File: src/rtl/fifo_i2s_gen.sv
module fifo_i2s_gen #(
  parameter int BYTE_W = 8
) (
  input  logic              clk,
  input  logic              rst_n,
  input  logic [BYTE_W-1:0] fifo_data,
  input  logic              fifo_empty,
  output logic              rd_n,
  output logic              sck,
  output logic              lrck,
  output logic              sd
);
  localparam int SMP_W   = 2 * BYTE_W;
  localparam int SLOTS   = 64;
  localparam int HALF    = SLOTS / 2;
  localparam int FETCH0  = 44;
  localparam int NBYTES  = 4;
  localparam int FETCHN  = FETCH0 + 2 * (NBYTES - 1);

  logic [1:0]        div;
  logic [5:0]        slot;
  logic              go;
  logic [BYTE_W-1:0] hold [NBYTES];
  logic [SMP_W-1:0]  left_q, right_q;
  logic              sd_next;

  wire        slot_end   = (div == 2'd3);
  wire [5:0]  nslot      = slot + 6'd1;
  wire        fetch_slot = !slot[0] && (slot >= 6'(FETCH0)) && (slot <= 6'(FETCHN));
  wire [5:0]  fetch_off  = slot - 6'(FETCH0);
  wire [1:0]  bsel       = fetch_off[2:1];
  wire [5:0]  loff       = nslot - 6'd1;
  wire [5:0]  roff       = nslot - 6'(HALF + 1);

  always_comb begin
    sd_next = 1'b0;
    if (nslot >= 6'd1 && nslot <= 6'(SMP_W))
      sd_next = left_q[4'(SMP_W - 1 - int'(loff))];
    else if (nslot >= 6'(HALF + 1) && nslot <= 6'(HALF + SMP_W))
      sd_next = right_q[4'(SMP_W - 1 - int'(roff))];
  end

  always_ff @(posedge clk or negedge rst_n) begin
    if (!rst_n) begin
      div     <= '0;
      slot    <= '0;
      go      <= 1'b0;
      rd_n    <= 1'b1;
      sck     <= 1'b0;
      lrck    <= 1'b0;
      sd      <= 1'b0;
      left_q  <= '0;
      right_q <= '0;
      for (int i = 0; i < NBYTES; i++) hold[i] <= '0;
    end else begin
      div  <= div + 2'd1;
      sck  <= (div == 2'd1) || (div == 2'd2);
      rd_n <= !(go && fetch_slot && ((div == 2'd1) || (div == 2'd2)));
      if (div == 2'd0 && slot == 6'(FETCH0))
        go <= !fifo_empty;
      if (slot_end) begin
        slot <= nslot;
        lrck <= nslot[5];
        sd   <= sd_next;
        if (fetch_slot)
          hold[bsel] <= go ? fifo_data : '0;
        if (slot == 6'(SLOTS - 1)) begin
          left_q  <= {hold[1], hold[0]};
          right_q <= {hold[3], hold[2]};
        end
      end
    end
  end
endmodule


File: config.mk
export PLATFORM = sky130hd
export DESIGN_NAME = fifo_i2s_gen
export DESIGN_NICKNAME = d
export VERILOG_FILES = /design/src/rtl/fifo_i2s_gen.sv
export SDC_FILE = /design/constraint.sdc
export NUM_CORES = 1
export LEC_CHECK = 0
export BUFFER_PORTS_ARGS = -buffer_cell sky130_fd_sc_hd__buf_2
export CAP_MARGIN = 15
export CORE_UTILIZATION = 55
export DETAILED_ROUTE_END_ITERATION = 12
export PLACE_DENSITY = 0.72
export SYNTH_ARGS = -nofsm -noshare
export SYNTH_HDL_FRONTEND = slang
export SYNTH_SLANG_ARGS = --single-unit
File: constraint.sdc
create_clock -name clk -period 6.5 [get_ports clk]
set_input_delay 0.65 -clock clk [delete_from_list [all_inputs] [get_ports clk]]
set_output_delay 0.65 -clock clk [all_outputs]
set_load 0.01 [all_outputs]
==> results.sh <==
export IMPL_rows=28
export IMPL_fin_hold_ws_ns=0.4244
export IMPL_synthesis_area_um2=3445
export IMPL_gp_congestion=0.7924
export IMPL_tritoncts="built"
export IMPL_relSlewSlack_pct=31.99
export IMPL_place_inst=341
export IMPL_p_switching_mw=0.1806
export IMPL_final_cell_mix="dfrtp_1 (74), mux2_2 (48), nand2_1 (29)"
export IMPL_tns_ns=0
export IMPL_multiInputGateArea_um2=1456
export IMPL_outcome="finished, final reports clean"
export IMPL_p_sw_share_pct=21.83
export IMPL_crit_family="flip-flops"
export IMPL_core_um2=5991
export IMPL_synth_seq_area_share_pct=54.52
export IMPL_netlist_instances=267
export IMPL_p_per_area_nw_per_um2=222.7
export IMPL_period_share_pct=44.74
export IMPL_clock_root_buffer="clkbuf_8"
export IMPL_post_cts_resized=0
export IMPL_synth_nets=284
export IMPL_vias=1968
export IMPL_cp_start_kind="flip-flop"
export IMPL_cts_buffer_depth=2
export IMPL_drive_above_1_share_pct=36.17
export IMPL_first_pass_iters=4
export IMPL_final_common_cell="dfrtp_1"
export IMPL_cp_end_kind="flip-flop"
export IMPL_placed_cell_area_um2=3531
export IMPL_wl_um=6117
export IMPL_fin_nets=294
export IMPL_antenna_found_initial=0
export IMPL_first_global_vias=1992
export IMPL_final_cells=357
export IMPL_vias_per_cell=5.513
export IMPL_worstSetupPathType="reg -> reg"
export IMPL_worst_path_buf_inv=1
export IMPL_ant_nets=0
export IMPL_drt_wirelength_per_cell_um=17.13
export IMPL_area_growth_pct=7.882
export IMPL_clkPwrFrac_pct=41.5
export IMPL_synth_seq_cells=75
export IMPL_cap_violations=0
export IMPL_p_seq_share_pct=56.4
export IMPL_die_h_um=81.14
export IMPL_leakagePower_nw=1.775
export IMPL_dieArea_um2=6584
export IMPL_drc=0
export IMPL_cts_buffers=9
export IMPL_cts_sinks=75
export IMPL_final_area_um2=3716
export IMPL_arrival_ns=3.14
export IMPL_slowest_delay_ns=0.81
export IMPL_ys_warn_count=0
export IMPL_die_x_um=81.14
export IMPL_worst_path_max_fanout=17
export IMPL_regArea_um2=1878
export IMPL_antenna_cells=0
export IMPL_drtIter0Drc=122
export IMPL_cell_internal_pwr_mw=0.6468
export IMPL_ys_types=38
export IMPL_pin_count=15
export IMPL_start_util_pct=57.50
export IMPL_slowest_stage="dfrtp_1"
export IMPL_setup_viol=0
export IMPL_rsz0062_at_grt="no"
export IMPL_grt_ovfl_total=0
export IMPL_finalHoldViolCount=0
export IMPL_vdd_drop_max_v=0.0001559
export IMPL_numPortBuffers=14
export IMPL_grt_pass1_wl_um=10290
export IMPL_nFillCells=454
export IMPL_htree_levels=3
export IMPL_pwr_share_comb_pct=2.1
export IMPL_post_dp_hpwl_um=4151
export IMPL_skew_ns=0.005425
export IMPL_yosys_area_top_type_share_pct=53.76
export IMPL_worstPathCellList="ha_1, nand3_1, nor2_2, buf_4, mux2_2"
export IMPL_synth_top_cell_by_area="dfrtp_1"
export IMPL_cts_clk_slew_worst_paths_ns=0.08
export IMPL_worstMarginPinSlew_ns=1.012
export IMPL_period_needed_ns=2.908
export IMPL_grt_use_total_pct=22.04
export IMPL_synth_area_leaders="dfrtp_1 (54%), mux2_2 (16%), mux4_2 (5.2%), nand2_1 (3.2%), ha_1 (2.2%)"
export IMPL_worstPathRequired_ns=6.73
export IMPL_hp_class="in -> async"
export IMPL_cts_hold_repair_buffers=0
export IMPL_p_total_mw=0.8275
export IMPL_cts_setup_buffers=0
export IMPL_fmax_mhz=343.9
export IMPL_grt_max_degree=76
export IMPL_drv_slew=0
export IMPL_avgSynthCellArea_um2=12.90
export IMPL_clk_latency_ns=0.35
## kinds of logic after synthesis
group,after synthesis,synth area share (%)
flip-flops,75,54.52
AND/OR/NAND/NOR,66,9.735
buffers and inverters,22,3.269
adder cells (fa/ha/maj),6,2.179
multiplexers,63,22.96
AO/OA/AOI/OAI,24,4.541
XOR/XNOR,11,2.797
## cell type report
type,count,share of cell area (%)
tap,75,2.525
clock buffer,11,3.535
timing repair buffer,15,2.155
inverter,6,0.6061
sequential,75,50.54
clock inverter,5,1.448
multi-input combinational,170,39.19
## per-layer routing
layer,routed length [um],track usage [%],vias up
met1,2922,30.27,978
met3,183,5.955,11
met2,2915,33.19,27
met5,0,0,-
met4,96,9.107,0
li1,-,-,952
## synth_stat cells (all sizes together)
library cell / count
a41oi: 1
or2: 1
buf: 11
or3: 1
nor4: 1
nand4: 2
nor3: 2
nor2: 6
mux2: 48
mux2i: 7
mux4: 8
a21oi: 2
o21ai: 18
nor2b: 1
dfrtp: 74
xnor2: 8
ha: 6
inv: 6
nand3: 6
and2: 8
nor4b: 1
nor3b: 2
nand2: 33
a211o: 1
clkbuf: 5
xor2: 3
or4: 2
o22ai: 1
dfstp: 1
a31oi: 1
## power by group through the flow
stage | sequential, mW | clock [mW] | combinational (mW)
final | 0.466 | 0.343 | 0.0178
after global routing | 0.466 | 0.368 | 0.0211
after CTS | 0.466 | 0.350 | 0.0188
after detailed placement | 0.475 | 0 | 0.0188
after global placement | 0.475 | 0 | 0.0185
after floorplan | 0.476 | 0 | 0.00401
## metrics by stage
step	worst slack [ns]	utilization (%)
5_1_grt	3.330	62.03
2_1_floorplan	4.380	-
3_5_place_dp	3.564	58.94
4_1_cts	3.544	62.03
6_report	3.592	62.03
3_3_place_gp	3.612	58.94
## state kept, by name, indices dropped and copies added (netlist names)
| name | count |
|---|---|
| rd_n | 1 |
| sd | 1 |
| hold | 32 |
| slot | 5 |
| right_q | 16 |
| go | 1 |
| left_q | 16 |
| lrck | 1 |
| div | 2 |
## final timing paths
check	from	endpoint	slack (ns)	cells after the start
worst max-delay path	slot[0]	right_q[13]	3.59	5
worst min-delay path	rst_n	hold[5]	0.42	1
worst max register to register	slot[0]	right_q[13]	3.59	5
worst min register to register	div[0]	div[0]	0.45	1
max in group asynchronous	rst_n	hold[1]	5.45	1
min in group clk	div[0]	div[0]	0.45	1
Note: power is estimated with default switching activity, not from simulation.
